--- config.mk ---
export PLATFORM = sky130hd
export DESIGN_NAME = gpio_irq_ctrl
export DESIGN_NICKNAME = d
export VERILOG_FILES = /design/src/rtl/gpio_irq_pkg.sv /design/src/rtl/gpio_sync.sv /design/src/rtl/gpio_debounce.sv /design/src/rtl/gpio_detect.sv /design/src/rtl/gpio_irq_ctrl.sv
export SDC_FILE = /design/constraint.sdc
export NUM_CORES = 1
export LEC_CHECK = 0
export CAP_MARGIN = 20
export CELL_PAD_IN_SITES_DETAIL_PLACEMENT = 1
export CELL_PAD_IN_SITES_GLOBAL_PLACEMENT = 2
export CORE_UTILIZATION = 40
export DETAILED_ROUTE_END_ITERATION = 7
export GPL_TIMING_DRIVEN = 0
export PLACE_DENSITY_LB_ADDON = 0.1
export SLEW_MARGIN = 15
export SYNTH_ARGS = -nofsm -noshare
export SYNTH_HDL_FRONTEND = slang
export SYNTH_SLANG_ARGS = --single-unit
export TNS_END_PERCENT = 100
--- constraint.sdc ---
create_clock -name clk -period 2.3 [get_ports clk]
set_input_delay 0.23 -clock clk [delete_from_list [all_inputs] [get_ports clk]]
set_output_delay 0.23 -clock clk [all_outputs]
set_load 0.01 [all_outputs]
--- src/rtl/gpio_irq_pkg.sv ---
package gpio_irq_pkg;
  localparam logic [7:0] OFF_ENABLE = 8'h30;
  localparam logic [7:0] OFF_MASK   = 8'h34;
  localparam logic [7:0] OFF_TYPE   = 8'h38;
  localparam logic [7:0] OFF_POL    = 8'h3C;
  localparam logic [7:0] OFF_STATUS = 8'h40;
  localparam logic [7:0] OFF_DEBNC  = 8'h48;
  localparam logic [7:0] OFF_CLEAR  = 8'h4C;
  localparam logic [7:0] OFF_PINVAL = 8'h50;
endpackage

--- src/rtl/gpio_sync.sv ---
module gpio_sync #(
  parameter int W = 32
) (
  input  logic         clk,
  input  logic         rst_n,
  input  logic [W-1:0] async_i,
  output logic [W-1:0] sync_o
);
  logic [W-1:0] stage1_q, stage2_q;

  always_ff @(posedge clk or negedge rst_n) begin
    if (!rst_n) begin
      stage1_q <= '0;
      stage2_q <= '0;
    end else begin
      stage1_q <= async_i;
      stage2_q <= stage1_q;
    end
  end

  assign sync_o = stage2_q;
endmodule

--- src/rtl/gpio_debounce.sv ---
module gpio_debounce #(
  parameter int W     = 32,
  parameter int TICKS = 4
) (
  input  logic         clk,
  input  logic         rst_n,
  input  logic         tick_i,
  input  logic [W-1:0] db_en_i,
  input  logic [W-1:0] raw_i,
  output logic [W-1:0] qual_o
);
  localparam int CW = (TICKS > 1) ? $clog2(TICKS) : 1;
  localparam logic [CW-1:0] LAST = CW'(TICKS - 1);

  logic [W-1:0] filt;

  for (genvar i = 0; i < W; i++) begin : g_pin
    logic [CW-1:0] cnt_q;
    logic          filt_q;
    always_ff @(posedge clk or negedge rst_n) begin
      if (!rst_n) begin
        cnt_q  <= '0;
        filt_q <= 1'b0;
      end else if (!db_en_i[i] || (raw_i[i] == filt_q)) begin
        cnt_q  <= '0;
        filt_q <= raw_i[i];
      end else if (tick_i) begin
        if (cnt_q == LAST) begin
          filt_q <= raw_i[i];
          cnt_q  <= '0;
        end else begin
          cnt_q <= cnt_q + 1'b1;
        end
      end
    end
    assign filt[i] = filt_q;
  end

  assign qual_o = (db_en_i & filt) | (~db_en_i & raw_i);

  // while filtering, the accepted value only moves on a strobe
  assert_filter_on_tick_R9: assert property (@(posedge clk) disable iff (!rst_n)
    (((filt ^ $past(filt)) & $past(db_en_i)) != '0) |-> $past(tick_i));
endmodule

--- src/rtl/gpio_detect.sv ---
module gpio_detect #(
  parameter int W = 32
) (
  input  logic         clk,
  input  logic         rst_n,
  input  logic [W-1:0] q_i,
  input  logic [W-1:0] en_i,
  input  logic [W-1:0] edge_mode_i,
  input  logic [W-1:0] pol_i,
  input  logic [W-1:0] clr_i,
  output logic [W-1:0] status_o,
  output logic [W-1:0] edge_ev_o
);
  function automatic logic [W-1:0] edge_hits(input logic [W-1:0] cur,
                                             input logic [W-1:0] old,
                                             input logic [W-1:0] pol);
    return (cur & ~old & pol) | (~cur & old & ~pol);
  endfunction

  function automatic logic [W-1:0] level_hits(input logic [W-1:0] cur,
                                              input logic [W-1:0] pol);
    return ~(cur ^ pol);
  endfunction

  logic [W-1:0] prev_q, latched_q;

  assign edge_ev_o = en_i & edge_mode_i & edge_hits(q_i, prev_q, pol_i);

  always_ff @(posedge clk or negedge rst_n) begin
    if (!rst_n) begin
      prev_q    <= '0;
      latched_q <= '0;
    end else begin
      prev_q    <= q_i;
      latched_q <= ((latched_q & ~clr_i) | edge_ev_o) & edge_mode_i;
    end
  end

  assign status_o = (latched_q & edge_mode_i) |
                    (en_i & ~edge_mode_i & level_hits(q_i, pol_i));

  // a newly latched bit needs a real change of the sampled pin
  assert_edge_needs_change_R10: assert property (@(posedge clk) disable iff (!rst_n)
    (latched_q & ~$past(latched_q) & ~$past(q_i ^ prev_q)) == '0);
  // a newly latched bit needs the enable bit
  assert_edge_needs_enable_R7: assert property (@(posedge clk) disable iff (!rst_n)
    (latched_q & ~$past(latched_q) & ~$past(en_i)) == '0);
  // a cleared bit is gone unless a new edge came at once
  assert_clear_wins_R5: assert property (@(posedge clk) disable iff (!rst_n)
    (latched_q & $past(clr_i) & ~$past(edge_ev_o)) == '0);
endmodule

--- src/rtl/gpio_irq_ctrl.sv ---
module gpio_irq_ctrl
  import gpio_irq_pkg::*;
#(
  parameter int W        = 32,
  parameter int DB_TICKS = 4
) (
  input  logic         clk,
  input  logic         rst_n,
  input  logic         bus_sel,
  input  logic         bus_en,
  input  logic         bus_wr,
  input  logic [7:0]   bus_addr,
  input  logic [W-1:0] bus_wdata,
  output logic [W-1:0] bus_rdata,
  input  logic [W-1:0] pins_i,
  input  logic         db_strobe_i,
  output logic         irq_o
);
  logic [W-1:0] en_q, mask_q, type_q, pol_q, db_q;
  logic [W-1:0] sync_w, qual_w, status_w, edge_ev_w, clr_w;
  logic         wr_strobe;

  assign wr_strobe = bus_sel & bus_en & bus_wr;
  assign clr_w     = (wr_strobe && bus_addr == OFF_CLEAR) ? bus_wdata : '0;

  always_ff @(posedge clk or negedge rst_n) begin
    if (!rst_n) begin
      en_q   <= '0;
      mask_q <= '0;
      type_q <= '0;
      pol_q  <= '0;
      db_q   <= '0;
    end else if (wr_strobe) begin
      case (bus_addr)
        OFF_ENABLE: en_q   <= bus_wdata;
        OFF_MASK:   mask_q <= bus_wdata;
        OFF_TYPE:   type_q <= bus_wdata;
        OFF_POL:    pol_q  <= bus_wdata;
        OFF_DEBNC:  db_q   <= bus_wdata;
        default: ;
      endcase
    end
  end

  gpio_sync #(.W(W)) sync_i (
    .clk(clk), .rst_n(rst_n), .async_i(pins_i), .sync_o(sync_w)
  );

  gpio_debounce #(.W(W), .TICKS(DB_TICKS)) debounce_i (
    .clk(clk), .rst_n(rst_n), .tick_i(db_strobe_i), .db_en_i(db_q),
    .raw_i(sync_w), .qual_o(qual_w)
  );

  gpio_detect #(.W(W)) detect_i (
    .clk(clk), .rst_n(rst_n), .q_i(qual_w), .en_i(en_q),
    .edge_mode_i(type_q), .pol_i(pol_q), .clr_i(clr_w),
    .status_o(status_w), .edge_ev_o(edge_ev_w)
  );

  always_comb begin
    case (bus_addr)
      OFF_ENABLE: bus_rdata = en_q;
      OFF_MASK:   bus_rdata = mask_q;
      OFF_TYPE:   bus_rdata = type_q;
      OFF_POL:    bus_rdata = pol_q;
      OFF_STATUS: bus_rdata = status_w;
      OFF_DEBNC:  bus_rdata = db_q;
      OFF_PINVAL: bus_rdata = qual_w;
      default:    bus_rdata = '0;
    endcase
  end

  assign irq_o = |(status_w & ~mask_q);

  // a full mask silences the output line
  assert_full_mask_quiet_R8: assert property (@(posedge clk) disable iff (!rst_n)
    (&mask_q) |-> !irq_o);
  // an enable-register write is visible after the edge
  assert_enable_write_R2: assert property (@(posedge clk) disable iff (!rst_n)
    (wr_strobe && bus_addr == OFF_ENABLE) |=> (en_q == $past(bus_wdata)));
endmodule

; ---- After elaboration in Yosys (flattened, before gate mapping)
; Cells that the tools add are included.
[word_totals]
regBits = 384
latchBits = 0
out_inout_bits = 33
ram_bits = 0
inputBits = 78
romBits = 0
memories = 0
word_cells = 567
[op_classes]
n_bitwise = 29
eq_ne = 72
magnitude_cmp = 0
n_reduce_logical = 167
n_shift = 0
n_mul = 0
addsub = 32
n_mux = 194
n_div = 0
[op_table]
columns = cell, count
row1 = bitwise AND 32 bit, 14
row2 = NOT 32 bit, 8
row3 = case mux 32 bit (7 select lines), 1
row4 = two-way mux 2 bit, 96
row5 = bitwise OR 32 bit, 4
row6 = nonzero test 2 bit, 64
row7 = two-way mux 1 bit, 96
row8 = AND reduction 2 bit, 37
row9 = adder 2 x 1 -> 2 bit (second input constant), 32
row10 = equality test 2 bit (second input constant), 32
row11 = equality test 1 bit, 32
row12 = equality test 8 x 6 -> 1 bit (second input constant), 4
row13 = equality test 8 x 7 -> 1 bit (second input constant), 4
row14 = logical NOT 1 bit, 32
row15 = logical OR 1 bit, 32
row16 = two-way mux 32 bit, 1
row17 = OR reduction 32 bit, 1
row18 = XOR 32 bit, 1
row19 = bitwise AND 1 bit, 2
row20 = logical AND 1 bit, 1

; ---- Longest topological paths before layout
[depth]
ltp_word = 10
depth_mapped = 8
ltp_nobuf = 6

; ---- By module
; A second synthesis with hierarchy kept.
[unflattened]
cells_unflattened = 1610
hier_area_um2 = 19421.1
[by_module_without_submodules]
columns = mod, cells_per_inst, seq_area_each_um2, area_per_inst_um2, n_inst
row1 = gpio_irq_ctrl, 701, 4003.8, 8612.0, 1
row2 = gpio_debounce, 462, 2402.3, 5644.2, 1
row3 = gpio_detect, 383, 1601.5, 3563.4, 1
row4 = gpio_sync, 64, 1601.5, 1601.5, 1

; ---- Worst setup path after synthesis
; No wires, ideal clock.
[synth_path]
kind = register to output
from = register db_q[26]
to = output irq_o
slack_ps = 255
arrival_time_ps = 1815
required_time_ps = 2070
stages_incl_launch_ff = 7
n_path_buf = 0
path_cell_list = dfrtp_1 mux2i_1 xnor2_1 nor3_1 or4_1 nor4_1 nand4_1
[synth_via]
elab_chain_cells = 9
elab_cells_between_ends = 10
cone_classes = bitwise: 9 / reduce/logical: 1
[synth_lines]
columns = element, line_no
row1 = from (decl), gpio_irq_ctrl.sv:19  ; logic [W-1:0] en_q, mask_q, type_q, pol_q, db_q;
row2 = from (signal assigned), gpio_irq_ctrl.sv:39  ; OFF_DEBNC: db_q <= bus_wdata;
row3 = NOT 32 bit, gpio_debounce.sv:39  ; assign qual_o = (db_en_i & filt) | (~db_en_i & raw_i);
row4 = bitwise AND 32 bit, gpio_debounce.sv:39
row5 = bitwise OR 32 bit *, gpio_debounce.sv:39
row6 = XOR 32 bit *, gpio_detect.sv:22  ; return ~(cur ^ pol);
row7 = NOT 32 bit *, gpio_detect.sv:22
row8 = bitwise AND 32 bit *, gpio_detect.sv:40  ; (en_i & ~edge_mode_i & level_hits(q_i, pol_i));
row9 = bitwise OR 32 bit *, gpio_detect.sv:39  ; assign status_o = (latched_q & edge_mode_i) |
row10 = bitwise AND 32 bit *, gpio_irq_ctrl.sv:73  ; assign irq_o = |(status_w & ~mask_q);
row11 = OR reduction 32 bit *, gpio_irq_ctrl.sv:73
row12 = to (decl), gpio_irq_ctrl.sv:17  ; output logic irq_o
; Every way passes the cells marked *; elsewhere a longest branch is shown, timed or not.

; ---- Final worst setup path
[layout_path]
from = register db_q[1]
to = output irq_o
; The elaborated chain is that of the path after synthesis.

==> results.cfg <==
[power]
power_frac_clock = 0.453
power_per_cell_area_nw_per_um2 = 629.1
comb_power_share = 0.069
p_leak_nw = 10.43
ir_drop_mv = 0.5023
p_sw_mw = 3.549
power.total_mw = 14.80
intPower_mw = 11.25
sw_frac_of_total = 0.2398
pwr-share-seq = 0.479

[synth]
synth_flop_cell = dfrtp_1
synth-seq-cells = 384
async_flop_share = 1.000
synth_nets = 1699
synth_edf_count = 0
syn_area_um2 = 18230
syn_area_per_cell_um2 = 11.47
yosysWarnings = 0
seq_area_frac_synth = 0.5270
syn_inst = 1589
ys_types = 59

[sta]
max-slew-margin-rel = 0.3372
max_slew.worst_pin.slew_ns = 0.9941
rsz0062_at_grt = yes
min_period_ns = 3.025
fmax_mhz = 330.5
timing.final.ws_setup_ns = -0.7254
hold_slack_ns = 0.08928
setup_viol = 23
slew_viol_final = 0
min_period_over_period = 1.315
hold_violations = 0
fin_skew_ns = 0.01380

[die]
die_w_um = 215.5
row_count = 77
start_util = 0.4087
core_um2 = 44610
die_height_um = 215.5
num_io_pins = 111
dieArea_um2 = 46440

[global_route]
grt_pass1_vias = 14852
grt_use_met1 = 0.3596
grt.total_usage = 0.2661
gr-usage-met3 = 0.03510
antenna_found_initial = 0
overflow = 0
grt_max_degree = 90
use_met2 = 0.4314
top_usage_layer = met2
grt_pass1_wl_mm = 93.14

[critical_path]
worstPathRequired_ns = 2.07
crit_buf_inv = 1
crit_type = reg -> out
cp-end-kind = output pin
crit_path_start = db_q[1]
crit_path_cell_trace = mux2i_4 -> xnor2_2 -> nor3_2 -> or4_4 -> nor4_4 -> nand4_1 -> buf_2
start_kind = register
reg2reg_depth = 7
crit_path_max_incr_delay_ns = 0.56
critPathSlowestCell = or4_4
rr_endpoint = detect_i.latched_q[13]
cp_max_fo = 2
worstReg2RegStart = db_q[13]
rrSetupSlack_ns = 0.67
critical_path.top_delay_family = simple AND/OR/NAND/NOR gates
arrival_ns = 2.80

[finish]
layout-drive-gt1-share = 0.2737
syn_to_final_growth_pct = 29.02
num-fill-cells = 4643
final_nets = 1978
fin_area_um2 = 23520
antenna_cells = 0

[detailed_routing]
vias = 13843
drt_iter0_drc = 877
drc = 0
drt_wl_total_mm = 60.30
viasPerCell = 5.564
wl_per_cell_um = 24.23
detail-route-antenna-nets = 0
dr.pass1.iters = 5

[run_status]
failed_checks = setup timing
status = finished, violations left

[clock_tree]
root_buffer = clkbuf_16
cts_buffers = 45
cts.path.max_buffers = 3
ctsHtreeMaxLevel = 2
cts_sinks = 384
insertion_delay_ns = 0.58
path_clk_slew_ns = 0.06
cts_tree = yes

[placement]
numPortBuffers = 108
hpwl_mm = 40.62
post_dp_cell_area_um2 = 20190
place_congestion = 0.8699

[worst_hold_path]
min_path_type = in -> reg
min_from = pins_i[21]
whs_endpoint = sync_i.stage1_q[21]
whs_path_depth = 1

[flow_run]
max-cap-violations = 0
==> worst reg2reg max path, delay by kind of cell (launching register included) <==
family                 cells  cell delay, ns
AOI/OAI and AO/OA          2            0.30
DFF                        1            0.40
and+or+nand+nor            1            0.21
muxes                      1            0.33
buffers and inverters      3            0.30
==> synth_stat cells, types with 25 or more instances <==
| master | number | area (um^2) |
|---|---|---|
| a21boi_0 | 32 | 240.2 |
| a21oi_1 | 25 | 125.1 |
| a22oi_1 | 28 | 210.2 |
| dfrtp_1 | 384 | 9609 |
| ha_1 | 32 | 400.4 |
| inv_1 | 33 | 123.9 |
| mux2_1 | 90 | 1013 |
| mux2_2 | 102 | 1149 |
| mux2i_1 | 104 | 1041 |
| nand2_1 | 211 | 792.0 |
| nor2_1 | 113 | 424.2 |
| nor3b_1 | 65 | 488.0 |
| o21ai_0 | 55 | 275.3 |
| o22ai_1 | 42 | 262.8 |
| xor2_1 | 53 | 464.2 |
==> sequential cells by signal, summed over array words and instances (netlist names) <==
name / cells
debounce_i.g_pin.cnt_q: 64
db_q: 32
debounce_i.g_pin.filt_q: 32
detect_i.latched_q: 32
detect_i.prev_q: 32
en_q: 32
mask_q: 32
pol_q: 32
sync_i.stage1_q: 32
sync_i.sync_o: 32
type_q: 32
==> per-layer routing <==
metal | routed length, um | vias up
met5 | 0 | -
met4 | 2400 | 0
met3 | 2685 | 112
met2 | 28540 | 343
met1 | 26670 | 7169
li1 | - | 6219
==> how the worst max path moves through the flow <==
stage / end / slack (ns) / depth (start not counted)
after global placement: sync_i.stage1_q[18] / -16.59 / 1
after global routing: irq_o / -0.76 / 7
after CTS: irq_o / -0.74 / 7
final: irq_o / -0.73 / 7
after floorplan: irq_o / 0.25 / 6
after detailed placement: bus_rdata[22] / -1.82 / 8
==> layout make-up <==
class | count | area (um^2) | area share
Multi-Input combinational cell | 1115 | 9128 | 0.3880
Timing Repair Buffer | 234 | 2024 | 0.08606
Sequential cell | 384 | 9649 | 0.4102
Clock inverter | 7 | 38.79 | 0.001649
Buffer | 54 | 513.0 | 0.02181
Clock buffer | 68 | 1303 | 0.05537
Inverter | 34 | 127.6 | 0.005425
Tap cell | 592 | 740.7 | 0.03149
==> per-stage QoR <==
stage	setup TNS, ns	util	setup slack (ns)	cells
after global placement	-6532.01	0.4496	-16.59	2289
after detailed placement	-185.03	0.4525	-1.816	2294
after floorplan	0	-	0.2550	1589
after CTS	-3.473	0.5176	-0.7423	2455
final	-2.636	0.5274	-0.7254	2488
after global routing	-4.334	0.5274	-0.7582	2488
==> cells in the final DEF, fill, tap and decap left out, types with 22 or more instances in the layout <==
cell type and instances:
a21boi_0 32, a22oi_1 27, buf_2 38, buf_4 119, buf_6 28, clkbuf_1 23
clkbuf_16 48, clkdlybuf4s50_1 67, dfrtp_1 352, dfrtp_2 32, ha_1 32, inv_1 33
mux2_1 90, mux2_2 102, mux2i_1 72, mux2i_4 31, nand2_1 209, nand3b_1 22
nor2_1 111, nor3b_1 64, o21ai_0 37, o22ai_1 38, xor2_1 53
==> kinds of logic after synthesis <==
logic type | after synthesis | synth area share
flip-flops | 384 | 0.5270
multiplexers | 296 | 0.1757
buffers and inverters | 90 | 0.02354
adder cells (fa/ha/maj) | 32 | 0.02196
AO/OA/AOI/OAI | 244 | 0.08990
XOR/XNOR | 64 | 0.03074
AND/OR/NAND/NOR | 479 | 0.1311
==> timing repair <==
item | 4_1_cts | 5_1_grt
gates cloned | 0 | 1
setup endpoints to repair | 133 | 33
hold endpoints to repair | 210 | 0
pin swaps | 50 | 27
hold buffers | 1 | 0
gates resized for setup | 428 | 39
buffers inserted | 88 | 35
==> power by group through the flow <==
stage	logic, mW	registers (mW)	clock network, mW
finish	1.01	7.08	6.70
global route	1.10	7.11	7.16
CTS	1.00	7.08	6.89
detailed placement	0.860	7.18	0
global placement	0.815	7.18	0
floorplan	0.356	7.13	0
Note: power is estimated with default switching activity, not from simulation.
